==> src/rtl/cfg_seq_pkg.sv <==
package cfg_seq_pkg;

  localparam int BYTE_W = 8;
  localparam int OP_W   = 3;

  typedef enum logic [OP_W-1:0] {
    OP_INIT     = 3'd0,
    OP_INT1_EN  = 3'd1,
    OP_INT2_EN  = 3'd2,
    OP_HPF_EN   = 3'd3,
    OP_HPF_CFG  = 3'd4,
    OP_INT_CFG  = 3'd5,
    OP_REBOOT   = 3'd6,
    OP_RSVD     = 3'd7
  } op_e;

  typedef enum logic [1:0] {
    S_IDLE  = 2'd0,
    S_ISSUE = 2'd1,
    S_WAIT  = 2'd2,
    S_FIN   = 2'd3
  } st_e;

  // symbolic register targets, mapped to addresses at the top level
  typedef enum logic [2:0] {
    RG_CTL1 = 3'd0,
    RG_CTL2 = 3'd1,
    RG_CTL3 = 3'd2,
    RG_CTL4 = 3'd3,
    RG_CTL5 = 3'd4,
    RG_ICFG = 3'd5
  } rg_e;

  typedef struct packed {
    logic              rd;
    logic              slot;
    rg_e               rg;
    logic [BYTE_W-1:0] keep;
    logic [BYTE_W-1:0] orv;
    logic              last;
  } step_t;

endpackage

==> src/rtl/cfg_seq_prog.sv <==
module cfg_seq_prog
  import cfg_seq_pkg::*;
#(
  parameter int                STEPS     = 4,
  parameter logic [BYTE_W-1:0] BOOT_MASK = 8'h80,
  localparam int               IDX_W     = $clog2(STEPS)
) (
  input  logic [OP_W-1:0]   op,
  input  logic [IDX_W-1:0]  idx,
  input  logic [BYTE_W-1:0] arg_a,
  input  logic [BYTE_W-1:0] arg_b,
  output step_t             step
);

  function automatic step_t mk(input logic rd, input logic slot, input rg_e rg,
                               input logic [BYTE_W-1:0] keep,
                               input logic [BYTE_W-1:0] orv, input logic last);
    step_t s;
    s.rd   = rd;
    s.slot = slot;
    s.rg   = rg;
    s.keep = keep;
    s.orv  = orv;
    s.last = last;
    return s;
  endfunction

  // single-register update: read into slot 0, then merge and write
  function automatic step_t rmw(input logic [IDX_W-1:0] i, input rg_e rg,
                                input logic [BYTE_W-1:0] keep,
                                input logic [BYTE_W-1:0] orv);
    if (i == '0) return mk(1'b1, 1'b0, rg, '0, '0, 1'b0);
    return mk(1'b0, 1'b0, rg, keep, orv, 1'b1);
  endfunction

  always_comb begin
    step = mk(1'b0, 1'b0, RG_CTL1, '0, '0, 1'b1);
    unique case (op_e'(op))
      OP_INIT: begin
        if (idx == '0) step = mk(1'b0, 1'b0, RG_CTL1, '0, arg_a, 1'b0);
        else           step = mk(1'b0, 1'b0, RG_CTL4, '0, arg_b, 1'b1);
      end
      OP_INT1_EN: step = rmw(idx, RG_CTL3, 8'h7F, arg_a);
      OP_INT2_EN: step = rmw(idx, RG_CTL3, 8'hF7, arg_a);
      OP_HPF_EN:  step = rmw(idx, RG_CTL5, 8'hEF, arg_a);
      OP_HPF_CFG: step = rmw(idx, RG_CTL2, 8'hC0, arg_a);
      OP_REBOOT:  step = rmw(idx, RG_CTL5, 8'hFF, BOOT_MASK);
      OP_INT_CFG: begin
        // both reads first, config register written before control 3
        case (idx)
          2'd0:    step = mk(1'b1, 1'b0, RG_ICFG, '0, '0, 1'b0);
          2'd1:    step = mk(1'b1, 1'b1, RG_CTL3, '0, '0, 1'b0);
          2'd2:    step = mk(1'b0, 1'b0, RG_ICFG, 8'h80, arg_a, 1'b0);
          default: step = mk(1'b0, 1'b1, RG_CTL3, 8'hDF, arg_b, 1'b1);
        endcase
      end
      default: step = mk(1'b0, 1'b0, RG_CTL1, '0, '0, 1'b1);
    endcase
  end

endmodule

==> src/rtl/cfg_seq_merge.sv <==
module cfg_seq_merge
  import cfg_seq_pkg::*;
#(
  parameter int  SLOTS  = 2,
  localparam int SLOT_W = (SLOTS > 1) ? $clog2(SLOTS) : 1
) (
  input  logic              clk,
  input  logic              rst_n,
  input  logic              cap_en,
  input  logic [SLOT_W-1:0] slot,
  input  logic [BYTE_W-1:0] rdata,
  input  logic [BYTE_W-1:0] keep,
  input  logic [BYTE_W-1:0] orv,
  output logic [BYTE_W-1:0] wdata
);

  logic [BYTE_W-1:0] buf_q [SLOTS];

  for (genvar g = 0; g < SLOTS; g++) begin : g_slot
    logic ld;
    assign ld = cap_en && (slot == SLOT_W'(g));
    always_ff @(posedge clk or negedge rst_n) begin
      if (!rst_n)  buf_q[g] <= '0;
      else if (ld) buf_q[g] <= rdata;
    end
  end

  assign wdata = (buf_q[slot] & keep) | orv;

endmodule

==> src/rtl/cfg_seq_ctrl.sv <==
module cfg_seq_ctrl
  import cfg_seq_pkg::*;
#(
  parameter int  STEPS = 4,
  localparam int IDX_W = $clog2(STEPS)
) (
  input  logic              clk,
  input  logic              rst_n,
  input  logic              cmd_valid,
  input  logic [OP_W-1:0]   cmd_op,
  input  logic [BYTE_W-1:0] cmd_arg_a,
  input  logic [BYTE_W-1:0] cmd_arg_b,
  input  logic              step_rd,
  input  logic              step_last,
  input  logic              rsp_done,
  input  logic              rsp_timeout,
  output logic [OP_W-1:0]   op_q,
  output logic [BYTE_W-1:0] a_q,
  output logic [BYTE_W-1:0] b_q,
  output logic [IDX_W-1:0]  idx_q,
  output logic              busy,
  output logic              done,
  output logic              err,
  output logic              req_start,
  output logic              cap_en
);

  st_e             st_q, st_d;
  logic [IDX_W-1:0] idx_d;
  logic            err_q, err_d;
  logic            accept, rsvd_in;

  assign accept  = (st_q == S_IDLE) && cmd_valid;
  assign rsvd_in = (op_e'(cmd_op) == OP_RSVD);

  always_comb begin
    st_d  = st_q;
    idx_d = idx_q;
    err_d = err_q;
    unique case (st_q)
      S_IDLE: begin
        if (accept) begin
          idx_d = '0;
          err_d = rsvd_in;
          st_d  = rsvd_in ? S_FIN : S_ISSUE;
        end
      end
      S_ISSUE: st_d = S_WAIT;
      S_WAIT: begin
        if (rsp_timeout) begin
          err_d = 1'b1;
          st_d  = S_FIN;
        end else if (rsp_done) begin
          if (step_last) begin
            st_d = S_FIN;
          end else begin
            idx_d = idx_q + 1'b1;
            st_d  = S_ISSUE;
          end
        end
      end
      default: st_d = S_IDLE;
    endcase
  end

  always_ff @(posedge clk or negedge rst_n) begin
    if (!rst_n) begin
      st_q  <= S_IDLE;
      idx_q <= '0;
      err_q <= 1'b0;
    end else begin
      st_q  <= st_d;
      idx_q <= idx_d;
      err_q <= err_d;
    end
  end

  // command capture, enabled only on acceptance
  always_ff @(posedge clk or negedge rst_n) begin
    if (!rst_n) begin
      op_q <= '0;
      a_q  <= '0;
      b_q  <= '0;
    end else if (accept) begin
      op_q <= cmd_op;
      a_q  <= cmd_arg_a;
      b_q  <= cmd_arg_b;
    end
  end

  assign busy      = (st_q != S_IDLE);
  assign done      = (st_q == S_FIN);
  assign err       = err_q;
  assign req_start = (st_q == S_ISSUE);
  assign cap_en    = (st_q == S_WAIT) && rsp_done && !rsp_timeout && step_rd;

  a_r9_done_one_cycle: assert property (@(posedge clk) disable iff (!rst_n)
    done |=> !done);
  a_r9_busy_held: assert property (@(posedge clk) disable iff (!rst_n)
    (busy && !done) |=> busy);
  a_r8_one_outstanding: assert property (@(posedge clk) disable iff (!rst_n)
    req_start |=> !req_start);
  a_r8_issue_after_accept: assert property (@(posedge clk) disable iff (!rst_n)
    accept |=> (req_start || done));
  a_r11_timeout_aborts: assert property (@(posedge clk) disable iff (!rst_n)
    (st_q == S_WAIT && rsp_timeout) |=> (done && err));
  a_r11_err_cleared: assert property (@(posedge clk) disable iff (!rst_n)
    (accept && !rsvd_in) |=> !err);
  a_r10_args_frozen: assert property (@(posedge clk) disable iff (!rst_n)
    (busy && cmd_valid) |=> ($stable(a_q) && $stable(b_q) && $stable(op_q)));

endmodule

==> src/rtl/cfg_rmw_seq.sv <==
module cfg_rmw_seq
  import cfg_seq_pkg::*;
#(
  parameter int                ADDR_W    = 7,
  parameter logic [ADDR_W-1:0] A_CTL1    = 7'h20,
  parameter logic [ADDR_W-1:0] A_CTL2    = 7'h21,
  parameter logic [ADDR_W-1:0] A_CTL3    = 7'h22,
  parameter logic [ADDR_W-1:0] A_CTL4    = 7'h23,
  parameter logic [ADDR_W-1:0] A_CTL5    = 7'h24,
  parameter logic [ADDR_W-1:0] A_ICFG    = 7'h30,
  parameter logic [7:0]        BOOT_MASK = 8'h80
) (
  input  logic              clk,
  input  logic              rst_n,
  input  logic              cmd_valid,
  input  logic [2:0]        cmd_op,
  input  logic [7:0]        cmd_arg_a,
  input  logic [7:0]        cmd_arg_b,
  output logic              busy,
  output logic              done,
  output logic              err,
  output logic              req_start,
  output logic              req_rd,
  output logic [ADDR_W-1:0] req_addr,
  output logic [7:0]        req_wdata,
  input  logic              rsp_done,
  input  logic              rsp_timeout,
  input  logic [7:0]        rsp_rdata
);

  localparam int STEPS = 4;
  localparam int IDX_W = $clog2(STEPS);
  localparam int SLOTS = 2;

  logic [OP_W-1:0]   op_q;
  logic [BYTE_W-1:0] a_q, b_q;
  logic [IDX_W-1:0]  idx_q;
  logic              cap_en;
  step_t             step;

  cfg_seq_ctrl #(.STEPS(STEPS)) u_ctrl (
    .clk        (clk),
    .rst_n      (rst_n),
    .cmd_valid  (cmd_valid),
    .cmd_op     (cmd_op),
    .cmd_arg_a  (cmd_arg_a),
    .cmd_arg_b  (cmd_arg_b),
    .step_rd    (step.rd),
    .step_last  (step.last),
    .rsp_done   (rsp_done),
    .rsp_timeout(rsp_timeout),
    .op_q       (op_q),
    .a_q        (a_q),
    .b_q        (b_q),
    .idx_q      (idx_q),
    .busy       (busy),
    .done       (done),
    .err        (err),
    .req_start  (req_start),
    .cap_en     (cap_en)
  );

  cfg_seq_prog #(.STEPS(STEPS), .BOOT_MASK(BOOT_MASK)) u_prog (
    .op    (op_q),
    .idx   (idx_q),
    .arg_a (a_q),
    .arg_b (b_q),
    .step  (step)
  );

  cfg_seq_merge #(.SLOTS(SLOTS)) u_merge (
    .clk   (clk),
    .rst_n (rst_n),
    .cap_en(cap_en),
    .slot  (step.slot),
    .rdata (rsp_rdata),
    .keep  (step.keep),
    .orv   (step.orv),
    .wdata (req_wdata)
  );

  always_comb begin
    unique case (step.rg)
      RG_CTL1: req_addr = A_CTL1;
      RG_CTL2: req_addr = A_CTL2;
      RG_CTL3: req_addr = A_CTL3;
      RG_CTL4: req_addr = A_CTL4;
      RG_CTL5: req_addr = A_CTL5;
      RG_ICFG: req_addr = A_ICFG;
      default: req_addr = A_CTL1;
    endcase
  end

  assign req_rd = step.rd;

  a_r12_reserved_no_request: assert property (@(posedge clk) disable iff (!rst_n)
    (!busy && cmd_valid && cmd_op == 3'd7) |=> (done && !req_start));
  a_r2_init_writes_only: assert property (@(posedge clk) disable iff (!rst_n)
    (req_start && op_q == 3'd0) |-> !req_rd);

endmodule

==> config.mk <==
export PLATFORM = sky130hd
export DESIGN_NAME = cfg_rmw_seq
export DESIGN_NICKNAME = d
export VERILOG_FILES = /design/src/rtl/cfg_seq_pkg.sv /design/src/rtl/cfg_seq_prog.sv /design/src/rtl/cfg_seq_merge.sv /design/src/rtl/cfg_seq_ctrl.sv /design/src/rtl/cfg_rmw_seq.sv
export SDC_FILE = /design/constraint.sdc
export NUM_CORES = 1
export LEC_CHECK = 0
export BUFFER_PORTS_ARGS = -buffer_cell sky130_fd_sc_hd__buf_2
export CAP_MARGIN = 20
export CORE_AREA = 8 8 81 111
export CTS_BUF_LIST = sky130_fd_sc_hd__clkbuf_2
export DETAILED_ROUTE_END_ITERATION = 8
export DIE_AREA = 0 0 89 119
export HOLD_SLACK_MARGIN = 0.02
export PLACE_DENSITY = 0.6
export SLEW_MARGIN = 0
export SYNTH_ARGS = -nofsm -noshare
export SYNTH_HDL_FRONTEND = slang
export SYNTH_HIERARCHICAL = 1
export SYNTH_SLANG_ARGS = --single-unit
==> constraint.sdc <==
create_clock -name clk -period 2.9 [get_ports clk]
set_input_delay 0.58 -clock clk [delete_from_list [all_inputs] [get_ports clk]]
set_output_delay 0.58 -clock clk [all_outputs]
set_load 0.01 [all_outputs]
# Word-level counts from Yosys, hierarchy flattened
# Index checks and enable logic that the tools add are counted.
# W data, S select, Z words.
totals:
  word_cells: 87
  in_bits: 32
  out_inout_bits: 20
  regBits: 40
op_classes:
  n_mux: 35
  eq_ne: 23
  n_bitwise: 4
  n_reduce_logical: 15
  order_cmp: 1
  addsub: 1
ops:
  columns: ["op", "count"]
  rows:
  - ["$mux W22", 8]
  - ["$pmux W22 S7", 1]
  - ["$pmux W22 S3", 1]
  - ["$pmux W5 S5", 1]
  - ["$mux W8", 3]
  - ["$mux W19", 1]
  - ["$eq A3 B3 Y1 const B", 6]
  - ["$mux W2", 9]
  - ["$eq A3 B2 Y1 const B", 4]
  - ["$and A8 B8 Y8", 1]
  - ["$mux W1", 8]
  - ["$ne A2 B2 Y1 const B", 4]
  - ["$or A8 B8 Y8", 1]
  - ["$eq A2 B2 Y1 const B", 3]
  - ["$eq A3 B1 Y1 const B", 2]
  - ["$logic_and A1 B1 Y1", 6]
  - ["$pmux W2 S3", 1]
  - ["$reduce_and A5 Y1", 1]
  - ["$eq A2 B1 Y1 const B", 2]
  - ["$logic_not A2 Y1", 2]
  - ["$pmux W2 S2", 1]
  - ["$reduce_bool A2 Y1", 2]
  - ["$logic_not A3 Y1", 1]
  - ["$ne A3 B3 Y1 const B", 1]
  - ["9 further kinds", 9]

# Depth between registers and ports, before layout
logic_depth:
  depth_word: 11
  ltp_mapped: 8
  depth_no_buf: 6

# By module
# Netlist, hierarchy kept.
modules_own_cells:
  columns: ["module", "area_each_um2", "instances", "cells_each", "seq_area_each_um2"]
  rows:
  - ["cfg_seq_ctrl", 1094.8, 1, 72, 600.6]
  - ["cfg_seq_merge", 807.0, 1, 52, 400.4]
  - ["cfg_seq_prog", 525.5, 1, 78, 0.0]
  - ["cfg_rmw_seq", 68.8, 1, 9, 0.0]

# Worst setup path after synthesis
# Ideal clock, no wire load.
synth_timing:
  path_type: "register -> output"
  from: "register u_ctrl.op_q[2]"
  to: "output port req_wdata[0]"
  arrival_ps: 1666
  path_stages_with_launch: 7
  required_ps: 2320
  slack_ps: 654
  path_buffers: 2
  cell_sequence: "dfrtp_1 > clkbuf_1 > nand2_1 > nor2_1 > buf_6 > mux2_2 > a21o_1"
synth_rtl:
  columns: ["element", "line", "text"]
  rows:
  - ["start: declaration", "cfg_seq_ctrl.sv:17", "output logic [OP_W-1:0] op_q,"]
  - ["start signal: assignment", "cfg_seq_ctrl.sv:85", "op_q <= cmd_op;"]
  - ["end: declaration", "cfg_rmw_seq.sv:25", "output logic [7:0] req_wdata,"]

==> results.txt <==
- The flow ran to the end, and the final reports show no timing, DRC or antenna violations.
- Worst path depth: 5
- In this run the clock root is driven by a sky130_fd_sc_hd__clkbuf_2.
* Arr. time, crit path: 2.22 ns
* Clock transition at the registers of the reported paths: 0.23 ns
- Die height: 119 um
* Overall overflow remaining after global route: 0
- CTS tree: yes
- HPWL reported at the end of detailed placement: 4408 um
- IO Count: 52
- STA puts the critical path data required time at 2.32 ns.
- Initial cell density of the core: 0.3413
- Post-synth design cell area: 0.002496 mm^2
- Cell family contributing the most delay on the critical path: simple AND/OR/NAND/NOR gates
- Port Buffers: 48
* Vias after detailed routing: 1814
- Remaining design rule violation count: 0
- Final worst-path setup slack: 0.09943 ns
- Max-Cap Viols: 0
* Number of buffers on the longest clock path: 2
- Type of element launching the critical path: flip-flop
- Setup violations remaining at the end of the flow were counted as 0.
- Setup repair after global routing left no endpoint under its margin.
* Number of distinct library cells after synthesis: 52
- Share of the clock period used by the worst path: 0.9657
- Excluding fillers, the count of instances in the completed layout stands at 363.
- Relative to the synthesized area, the layout overhead comes to 17.54%.
- Die ar.: 0.01059 mm^2
- Row generation in the floorplan step produced 37 rows.
- CTS saw 40 sinks.
* Antenna violations before repair: 0
- Worst clock skew on the final layout: 0.02458 ns
- The total area inside the core boundary comes to 0.007315 mm^2.
* Total routed wirelength: 5950 um
- Entering global routing, the biggest net connects 41 pins.
- Worst min-delay path category: in2async
* Via count of the first global-routing pass: 1860
- Ordered cell list for the critical path: or4b_4 -> and3_4 -> a211o_1 -> a21o_1 -> buf_2
- Counting cells, the worst reg-to-reg path comes to 7.
- Based on the critical path, the design can be clocked at up to 357.1 MHz.
- For this design the ratio of total power to cell area is 1180 mW/mm^2.
* Total CTS buffers: 5
- Along the worst path, the maximum fanout reaches 12.
- The share of synthesized area in the top cell type comes to 0.4010.
- Count of nets after finishing: 297
- Using the TritonRoute via totals, the vias-per-cell ratio works out to 4.997.
- After technology mapping, the gate count stands at 211.
- Among all flip-flop cells after synthesis, the most frequent one is sky130_fd_sc_hd__dfrtp_1.
- Seq cells post-synth: 40
- Hold Violations, Final: 0
- The number of pins with negative max-slew slack in the final report is 0.
- For this run, the slowest stage of the critical path takes 0.55 ns.
- In this run the tightest slew margin relative to its limit is 0.3947.
* First-pass GRT wire length: 9563 um
- Post-synth ARST share: 1.000
* Horizontal extent of the die: 89 um
- On the critical path, the stage with the largest delay is an instance of sky130_fd_sc_hd__or4b_4.
- Transition time at the pin with the least slew margin: 0.9080 ns
- The Yosys step of the flow raised 6 warnings.
* CTS HTree Levels: 2
- OpenSTA, run right after detailed placement, puts the worst setup slack at 0.3725 ns.
* Share of post-route cells with drive strength above 1: 0.5301
- Syn avg cell area: 11.83 um^2
- Number of placed cells counting well taps: 344
* N_diodes: 0
- Together, buffers and inverters on the worst path number 1.
- DR pass1 iterations: 4
- Cell type with the largest total area after synthesis: sky130_fd_sc_hd__dfrtp_1
* WL/cell: 16.39 um
* Drt initial violations: 63
- Clock latency of the later-clocked register in the worst-skew pair: 0.41 ns
- Across every metal layer, demand over resource in global routing totals 0.1153.
- Post-route antenna net violation count: 0
* Reported leakage power: 1.414 nW
- For this run, the register share of the synthesized area comes to 0.4010.
- The critical path is of the reg2out type.
- By area the synthesized netlist is led by sky130_fd_sc_hd__dfrtp_1 (40%), sky130_fd_sc_hd__mux2_4 (16%), sky130_fd_sc_hd__mux2_2 (7.7%).
- At the end of routability-driven placement, the weighted congestion stood at 0.8544.
- CP endpoint kind: output port
- After layout, the minimum clock period comes to 2.801 ns.
* Final standard cell utilization of the core: 0.4011
- The worst-case IR drop observed on VDD is 548.5 uV.
- The synthesized design contains 0 enable-type register cells.
==> metrics by stage <==
stage          instance area, um^2  hold WS (ns)  power [mW]      TNS, ns
2_1_floorplan                 2500        0.2844       2.517            0
3_3_place_gp                  2775        0.4815       2.991            0
3_5_place_dp                  2775        0.4886       3.021            0
4_1_cts                       2853        0.2689       3.385  -0.00006462
5_1_grt                       2934        0.2966       3.717            0
6_report                      2934        0.2521       3.463            0
==> routing by layer <==
layer	wire [um]	up-vias	global-route usage
met1	2628	881	0.1420
met5	0	-	0
met2	3010	48	0.1880
met3	189	11	0.02478
met4	122	0	0.04598
li1	-	874	-
==> layout make-up <==
type / count / area (um^2)
sequential: 40 / 1007
clock inverter: 3 / 42.54
timing repair buffer: 65 / 365.4
clock buffer: 5 / 25.02
inverter: 3 / 11.26
tap: 97 / 121.4
fill: 761 / 4380
multi-input combinational: 150 / 1361
==> cell families after synthesis <==
| group | share of synthesized area |
|---|---|
| buf+inv | 0.05714 |
| mux | 0.2511 |
| flops | 0.4010 |
| other cells | 0.003009 |
| compound gates | 0.1479 |
| simple gates | 0.1399 |
==> synthesized netlist by cell type (2+ instances only) <==
library cell               count
sky130_fd_sc_hd__nand4_1       3
sky130_fd_sc_hd__and2b_2       4
sky130_fd_sc_hd__mux2_4       27
sky130_fd_sc_hd__a21o_1        8
sky130_fd_sc_hd__o221a_2       2
sky130_fd_sc_hd__or4b_4        2
sky130_fd_sc_hd__a32o_1        6
sky130_fd_sc_hd__mux2i_1       3
sky130_fd_sc_hd__buf_6         5
sky130_fd_sc_hd__mux2_2       17
sky130_fd_sc_hd__buf_2         3
sky130_fd_sc_hd__a211oi_1      6
sky130_fd_sc_hd__o21ai_0       2
sky130_fd_sc_hd__conb_1        2
sky130_fd_sc_hd__nand3_1       3
sky130_fd_sc_hd__nor2_1       10
sky130_fd_sc_hd__o21a_1        2
sky130_fd_sc_hd__buf_4         5
sky130_fd_sc_hd__inv_1         2
sky130_fd_sc_hd__clkbuf_1      5
sky130_fd_sc_hd__nand2_1       9
sky130_fd_sc_hd__nor3_1        2
sky130_fd_sc_hd__nor3b_2       2
sky130_fd_sc_hd__dfrtp_1      40
sky130_fd_sc_hd__a21oi_1      10
sky130_fd_sc_hd__a211o_1       2
sky130_fd_sc_hd__nand2b_1      4
==> timing repair <==
action,in CTS,in global routing
resized for setup,5,1
cloned,0,0
endpoints found under the setup margin,8,8
hold buffers,0,0
buffers inserted,0,11
pin swaps,2,1
==> worst register-to-register path, cell delays in order, from the launching register on <==
cell                      delay, ns
sky130_fd_sc_hd__dfrtp_2       0.52
sky130_fd_sc_hd__buf_4         0.15
sky130_fd_sc_hd__inv_1         0.11
sky130_fd_sc_hd__a21oi_1       0.17
sky130_fd_sc_hd__o221a_2       0.21
sky130_fd_sc_hd__and4b_1       0.26
sky130_fd_sc_hd__nor2b_4       0.39
sky130_fd_sc_hd__mux2_4        0.34
==> flip-flops by register name, indices dropped and copies added (netlist names) <==
register	count
u_ctrl/op_q	3
u_ctrl/b_q	8
u_ctrl/a_q	8
u_ctrl/err	1
u_merge/buf_q	16
u_ctrl/idx_q	2
u_ctrl/st_q	2
==> power by group <==
group | switching, mW | total [mW] | internal [mW]
combinational | 0.914 | 2.05 | 1.14
sequential | 0.265 | 1.07 | 0.808
clock | 0.195 | 0.339 | 0.145
==> path summary, 6_finish.rpt <==
| kind | start | end | slack (ns) |
|---|---|---|---|
| setup / recovery | u_ctrl/op_q[2] | req_wdata[7] | 0.1 |
| hold / removal | rst_n | u_ctrl/a_q[0] | 0.25 |
| setup reg to reg | u_ctrl/op_q[2] | u_merge/buf_q[11] | 0.69 |
| max in group asynchronous | rst_n | u_ctrl/idx_q[0] | 2.00 |
| min in group clk | cmd_arg_a[0] | u_ctrl/a_q[0] | 0.37 |
| hold reg to reg | u_merge/buf_q[0] | u_merge/buf_q[0] | 0.53 |
==> cell usage in the layout, fill, tap and decap left out, types with 3 or more instances in the layout <==
cell,netlist,layout
sky130_fd_sc_hd__a211oi_1,6,6
sky130_fd_sc_hd__a21o_1,8,8
sky130_fd_sc_hd__a21oi_1,10,10
sky130_fd_sc_hd__a32o_1,6,6
sky130_fd_sc_hd__and2b_2,4,4
sky130_fd_sc_hd__buf_2,3,48
sky130_fd_sc_hd__buf_4,5,16
sky130_fd_sc_hd__clkbuf_2,0,6
sky130_fd_sc_hd__conb_1,2,3
sky130_fd_sc_hd__dfrtp_1,40,35
sky130_fd_sc_hd__dfrtp_2,0,5
sky130_fd_sc_hd__mux2_2,17,17
sky130_fd_sc_hd__mux2_4,27,27
sky130_fd_sc_hd__mux2i_1,3,3
sky130_fd_sc_hd__nand2_1,9,9
sky130_fd_sc_hd__nand2b_1,4,4
sky130_fd_sc_hd__nand3_1,3,3
sky130_fd_sc_hd__nand4_1,3,3
sky130_fd_sc_hd__nor2_1,10,10
No activity file was read; power rests on OpenSTA's default activity.
